==> config.mk <==
export PLATFORM = sky130hd
export DESIGN_NAME = seq_mult
export DESIGN_NICKNAME = d
export VERILOG_FILES = /design/src/rtl/seq_mult_pkg.sv /design/src/rtl/seq_mult_ctrl.sv /design/src/rtl/seq_mult_opsel.sv /design/src/rtl/seq_mult_datapath.sv /design/src/rtl/seq_mult.sv
export SDC_FILE = /design/constraint.sdc
export NUM_CORES = 1
export LEC_CHECK = 0
export CORE_MARGIN = 4
export CORE_UTILIZATION = 25
export DETAILED_ROUTE_END_ITERATION = 10
export DONT_BUFFER_PORTS = 1
export GPL_TIMING_DRIVEN = 0
export HOLD_SLACK_MARGIN = 0.03
export PLACE_DENSITY = 0.5
export SLEW_MARGIN = 10
export SYNTH_ARGS = -nofsm -noshare
export SYNTH_HDL_FRONTEND = slang
export SYNTH_SLANG_ARGS = --single-unit
==> constraint.sdc <==
create_clock -name clk -period 2 [get_ports clk]
set_input_delay 0.3 -clock clk [delete_from_list [all_inputs] [get_ports clk]]
set_output_delay 0.3 -clock clk [all_outputs]
set_load 0.05 [all_outputs]
==> src/rtl/seq_mult_pkg.sv <==
// Shared types for the sequential multiplier.
// Assumes nothing beyond a single clock domain.
package seq_mult_pkg;
    typedef enum logic [1:0] {
        ST_IDLE = 2'd0,
        ST_RUN  = 2'd1,
        ST_DONE = 2'd2
    } mult_state_e;
endpackage

==> src/rtl/seq_mult_ctrl.sv <==
// Sequencer: accepts a start when not running, issues WIDTH step strobes,
// then raises done for one cycle. Assumes WIDTH >= 2.
module seq_mult_ctrl
    import seq_mult_pkg::*;
#(
    parameter int WIDTH = 8
) (
    input  logic clk,
    input  logic rst_n,
    input  logic start,
    output logic load,
    output logic step,
    output logic busy,
    output logic done
);
    localparam int CNT_W = $clog2(WIDTH + 1);

    mult_state_e        state_q;
    logic [CNT_W-1:0]   left_q;

    assign busy = (state_q == ST_RUN);
    assign done = (state_q == ST_DONE);
    assign load = start && (state_q != ST_RUN);
    assign step = busy;

    // State and step counter update.
    always_ff @(posedge clk) begin
        if (!rst_n) begin
            state_q <= ST_IDLE;
            left_q  <= '0;
        end else if (load) begin
            state_q <= ST_RUN;
            left_q  <= CNT_W'(WIDTH - 1);
        end else if (step) begin
            left_q  <= left_q - 1'b1;
            if (left_q == '0) state_q <= ST_DONE;
        end else if (state_q == ST_DONE) begin
            state_q <= ST_IDLE;
        end
    end

    p_done_pulse_r4: assert property (@(posedge clk) disable iff (!rst_n)
        done |=> !done);
    p_busy_ends_in_done_r4: assert property (@(posedge clk) disable iff (!rst_n)
        $fell(busy) |-> done);
    p_last_step_r4: assert property (@(posedge clk) disable iff (!rst_n)
        (busy && left_q == '0) |=> !busy);
    p_start_ignored_r5: assert property (@(posedge clk) disable iff (!rst_n)
        (busy && start && left_q != '0) |=> (busy && left_q == $past(left_q) - 1'b1));
endmodule

==> src/rtl/seq_mult_opsel.sv <==
// Operand conditioning: in sign-magnitude mode strips the sign bits,
// zero-extends the magnitudes and forms the result sign; otherwise it
// passes the operands through. Purely combinational. Assumes WIDTH >= 2.
module seq_mult_opsel #(
    parameter int WIDTH = 8
) (
    input  logic             sign_mode,
    input  logic [WIDTH-1:0] op_a,
    input  logic [WIDTH-1:0] op_b,
    output logic [WIDTH-1:0] mag_a,
    output logic [WIDTH-1:0] mag_b,
    output logic             res_sign
);
    // Select magnitudes and the result sign.
    always_comb begin
        if (sign_mode) begin
            mag_a    = {1'b0, op_a[WIDTH-2:0]};
            mag_b    = {1'b0, op_b[WIDTH-2:0]};
            res_sign = op_a[WIDTH-1] ^ op_b[WIDTH-1];
        end else begin
            mag_a    = op_a;
            mag_b    = op_b;
            res_sign = 1'b0;
        end
    end
endmodule

==> src/rtl/seq_mult_datapath.sv <==
// Accumulator datapath: a 2*WIDTH shift register (partial product high,
// multiplier low), one WIDTH-bit adder and a carry that is shifted into
// the top bit on every step. Assumes load and step are never both high.
module seq_mult_datapath #(
    parameter int WIDTH = 8
) (
    input  logic               clk,
    input  logic               rst_n,
    input  logic               load,
    input  logic               step,
    input  logic               mode_in,
    input  logic               sign_in,
    input  logic [WIDTH-1:0]   mcand_in,
    input  logic [WIDTH-1:0]   mplier_in,
    output logic [2*WIDTH-1:0] product
);
    localparam int PW = 2 * WIDTH;

    logic [PW-1:0]    acc_q;
    logic [WIDTH-1:0] mcand_q;
    logic             mode_q;
    logic             sign_q;
    logic [WIDTH:0]   sum;
    logic             carry;

    // Conditional add of the multiplicand into the high half.
    always_comb begin
        sum   = {1'b0, acc_q[PW-1:WIDTH]} + (acc_q[0] ? {1'b0, mcand_q} : '0);
        carry = sum[WIDTH];
    end

    // Load operands, or add-then-shift through the carry.
    always_ff @(posedge clk) begin
        if (!rst_n) begin
            acc_q   <= '0;
            mcand_q <= '0;
            mode_q  <= 1'b0;
            sign_q  <= 1'b0;
        end else if (load) begin
            acc_q   <= {{WIDTH{1'b0}}, mplier_in};
            mcand_q <= mcand_in;
            mode_q  <= mode_in;
            sign_q  <= sign_in;
        end else if (step) begin
            acc_q   <= {carry, sum[WIDTH-1:0], acc_q[WIDTH-1:1]};
        end
    end

    assign product = mode_q ? {sign_q, acc_q[PW-2:0]} : acc_q;

    p_no_carry_on_skip_r9: assert property (@(posedge clk) disable iff (!rst_n)
        (step && !acc_q[0]) |-> !carry);
    p_upper_cleared_r2: assert property (@(posedge clk) disable iff (!rst_n)
        load |=> (acc_q[PW-1:WIDTH] == '0));
    p_mcand_held_r6: assert property (@(posedge clk) disable iff (!rst_n)
        step |=> $stable(mcand_q) && $stable(mode_q) && $stable(sign_q));
    p_result_held_r8: assert property (@(posedge clk) disable iff (!rst_n)
        (!step && !load) |=> $stable(acc_q));
endmodule

==> src/rtl/seq_mult.sv <==
// Top level of the sequential shift-add multiplier: operand conditioning,
// sequencer and accumulator datapath. Result is valid while done is high
// and stays until the next accepted start. Assumes WIDTH >= 2.
module seq_mult #(
    parameter int WIDTH = 8
) (
    input  logic               clk,
    input  logic               rst_n,
    input  logic               start,
    input  logic               sign_mode,
    input  logic [WIDTH-1:0]   multiplicand,
    input  logic [WIDTH-1:0]   multiplier,
    output logic               busy,
    output logic               done,
    output logic [2*WIDTH-1:0] product
);
    logic             load;
    logic             step;
    logic [WIDTH-1:0] mag_a;
    logic [WIDTH-1:0] mag_b;
    logic             res_sign;

    seq_mult_opsel #(.WIDTH(WIDTH)) opsel_i (
        .sign_mode (sign_mode),
        .op_a      (multiplicand),
        .op_b      (multiplier),
        .mag_a     (mag_a),
        .mag_b     (mag_b),
        .res_sign  (res_sign)
    );

    seq_mult_ctrl #(.WIDTH(WIDTH)) ctrl_i (
        .clk   (clk),
        .rst_n (rst_n),
        .start (start),
        .load  (load),
        .step  (step),
        .busy  (busy),
        .done  (done)
    );

    seq_mult_datapath #(.WIDTH(WIDTH)) dp_i (
        .clk       (clk),
        .rst_n     (rst_n),
        .load      (load),
        .step      (step),
        .mode_in   (sign_mode),
        .sign_in   (res_sign),
        .mcand_in  (mag_a),
        .mplier_in (mag_b),
        .product   (product)
    );

    p_busy_done_exclusive_r4: assert property (@(posedge clk) disable iff (!rst_n)
        !(busy && done));
    p_accept_r2: assert property (@(posedge clk) disable iff (!rst_n)
        (start && !busy) |=> busy);
endmodule

==> impl_metrics.json <==
{
  "insertion_delay_ps": 280,
  "worst_pin_slew_ps": 525.5,
  "avgSynthCellArea_um2": 8.516,
  "grt_pass1_wl_um": 7258,
  "drt_iter0_drc": 36,
  "crit_type": "reg -> reg",
  "synthesis.nets": 249,
  "die_h_um": 93.98,
  "ir_worst_vdd_v": 0.0002064,
  "synth_area_leaders": "dfxtp_1, ha_1, buf_4",
  "maxCapViolations": 0,
  "hold_viol_final": 0,
  "nFillCells": 813,
  "ys.flop_type": "dfxtp_1",
  "postCtsSetupBuffers": 0,
  "finalCriticalPeriod_ps": 1944,
  "synth_mux_area_frac": 0.04401,
  "arrival_ps": 2120,
  "clock_sinks": 32,
  "async_reset_ff_frac": 0,
  "grt_use_total": 0.1060,
  "yosysTopAreaCell": "dfxtp_1",
  "antenna_found_initial": 0,
  "num_vias": 1418,
  "synth_compound_area_frac": 0.1713,
  "synth_top_area_share": 0.3466,
  "yosysUniqueCellTypes": 41,
  "hold_buffers": 0,
  "dp_hpwl_um": 3215,
  "dr.pass1.iters": 4,
  "detail_route.vias_per_cell": 4.404,
  "core_area_um2": 7214,
  "setup_viol": 0,
  "gp_congestion": 0.7645,
  "grt_pass1_vias": 1462,
  "h-tree-depth": 2,
  "grt_overflow": 0,
  "p_leak_nw": 0.8626,
  "portBuffers": 0,
  "die-area_um2": 8831,
  "slew_viol_final": 0,
  "skew_ps": 7.844,
  "synth_commonest_cells": "dfxtp_1, nand2_1, and2_1, buf_4, o21ai_0",
  "initial_core_util": 0.2562,
  "ys_ff_latch": 32,
  "critPathCaptureType": "register",
  "wl_per_cell_um": 13.25,
  "relSlewSlack": 0.6497,
  "power.density_nw_per_um2": 723.5,
  "yosysMostFrequentCell": "dfxtp_1",
  "die_w_um": 93.98,
  "worstSetupStartpointType": "register",
  "setup_slack_ps": 55.70,
  "drcViolationCount": 0,
  "status": "complete, no violations",
  "synth_top_family_by_area": "simple AND/OR/NAND/NOR gates",
  "final_cells": 322,
  "numCtsBuffers": 5,
  "path_max_fanout": 10,
  "grt_max_degree": 11,
  "area_growth_pct": 13.07,
  "critPathRequiredTime_ps": 2180,
  "hp-class": "in -> reg",
  "clockBufferDepth": 2,
  "dp.cells": 316,
  "syn-cell-area_um2": 1848,
  "setup_tns_ps": 0,
  "rsz0062_at_grt": "yes",
  "wl_um": 4267,
  "drive_above_1_share": 0.1614,
  "synth.yosys.warnings": 0,
  "syn_inst": 217,
  "diodes": 0,
  "num-nets-final": 255,
  "fmax_mhz": 514.3,
  "fin_crit_sh": 0.9722,
  "dpl_worst_slack_ps": -196.5,
  "num_rows": 31,
  "yosysSeqAreaShare": 0.3466,
  "boundaryPins": 38,
  "synth_edf_count": 0,
  "root_buffer": "clkbuf_8",
  "clk_pin_slew_worst_paths_ps": 70,
  "synth_simple_gate_area_frac": 0.2167,
  "antenna_left": 0,
  "cts_tree": "done",
  "yosys.area_share.adder": 0.08531,
  "power_mw": 1.512,
  "synth-xor-area-share": 0.03318
}
## routing by layer
metal / track usage / vias to the layer above / part of all wire
met4: 0.03610 / 0 / 0.016
met1: 0.1345 / 653 / 0.46
li1: - / 733 / -
met5: 0 / - / 0
met3: 0.04968 / 7 / 0.081
met2: 0.1573 / 25 / 0.44
## worst paths after layout
kind | from | endpoint | slack, ps | depth (start not counted)
hold / removal | multiplicand[4] | dp_i.mcand_q[4]$_SDFFE_PN0P_ | 160 | 2
hold reg to reg | dp_i.mcand_q[1]$_SDFFE_PN0P_ | dp_i.mcand_q[1]$_SDFFE_PN0P_ | 460 | 2
setup / recovery | dp_i.acc_q[0]$_SDFFE_PN0P_ | dp_i.acc_q[15]$_SDFFE_PP0P_ | 60 | 8
setup reg to reg | dp_i.acc_q[0]$_SDFFE_PN0P_ | dp_i.acc_q[15]$_SDFFE_PP0P_ | 60 | 8
## area by class of cell
cell class                 count  area (um^2)  share of cell area
buffer                        25        161.4             0.07725
clock buffer                   7        96.34             0.04611
inverter                       7        26.28             0.01257
multi-input combinational    152         1037              0.4964
sequential                    32        644.4              0.3084
tap                           99        123.9             0.05928
## where the power goes
| group | total (mW) | internal [mW] | switching (mW) |
|---|---|---|---|
| Sequential | 0.704 | 0.676 | 0.0288 |
| Clock | 0.543 | 0.306 | 0.237 |
| Combinational | 0.264 | 0.0930 | 0.171 |
## worst max-delay path: stages, from the launching register on
cell,delay (ps)
dfxtp_4,380
and2_1,160
ha_1,200
fa_2,380
a21oi_4,150
o21ai_1,80
a21oi_2,170
o211ai_1,100
and3_1,220
## cells in the final DEF (no fill, tap or decap), types with 2 or more instances in the layout
master / count
o211ai_1: 2
o21ai_0: 12
clkbuf_8: 7
ha_1: 10
xnor2_1: 4
xor2_1: 3
o21bai_1: 2
buf_4: 15
o21a_1: 2
nor3b_1: 4
o21ai_1: 2
and2_1: 15
nor2_1: 4
o31ai_1: 2
nand3_1: 7
a21boi_0: 11
dfxtp_1: 31
nand2_1: 30
a21oi_1: 6
a21oi_2: 3
nand2b_1: 2
clkbuf_1: 6
mux2i_1: 7
nand3b_1: 2
inv_1: 6
nor2b_1: 6
and3_1: 2
buf_2: 2
## sequential cells by signal, indices dropped and copies added (netlist names)
register / flops
dp_i.mode_q: 1
dp_i.mcand_q: 8
dp_i.acc_q: 16
dp_i.sign_q: 1
ctrl_i.state_q: 2
ctrl_i.left_q: 4
## kinds of logic (layout without fill, tap and decap cells)
| kind of cell | after synthesis | in the layout |
|---|---|---|
| and+or+nand+nor | 77 | 77 |
| AOI/OAI and AO/OA | 48 | 48 |
| buffers and inverters | 33 | 39 |
| DFF | 32 | 32 |
| adders and majority gates | 12 | 12 |
| muxes | 8 | 8 |
| xor gates and xnor gates | 7 | 7 |
## stage by stage
stage	hold WS (ps)	utilization	area (um^2)
2_1_floorplan	436.3	-	1848
3_5_place_dp	453.0	0.2733	1972
5_1_grt	148.3	0.2896	2090
6_report	157.6	0.2896	2090
3_3_place_gp	446.9	0.2733	1972
4_1_cts	147.8	0.2886	2082
## what timing repair did
item,in CTS,in global routing
pin swaps,0,1
resized for setup,5,4
setup endpoints to repair,12,11
hold endpoints to repair,0,0
Note: power is estimated with default switching activity, not from simulation.
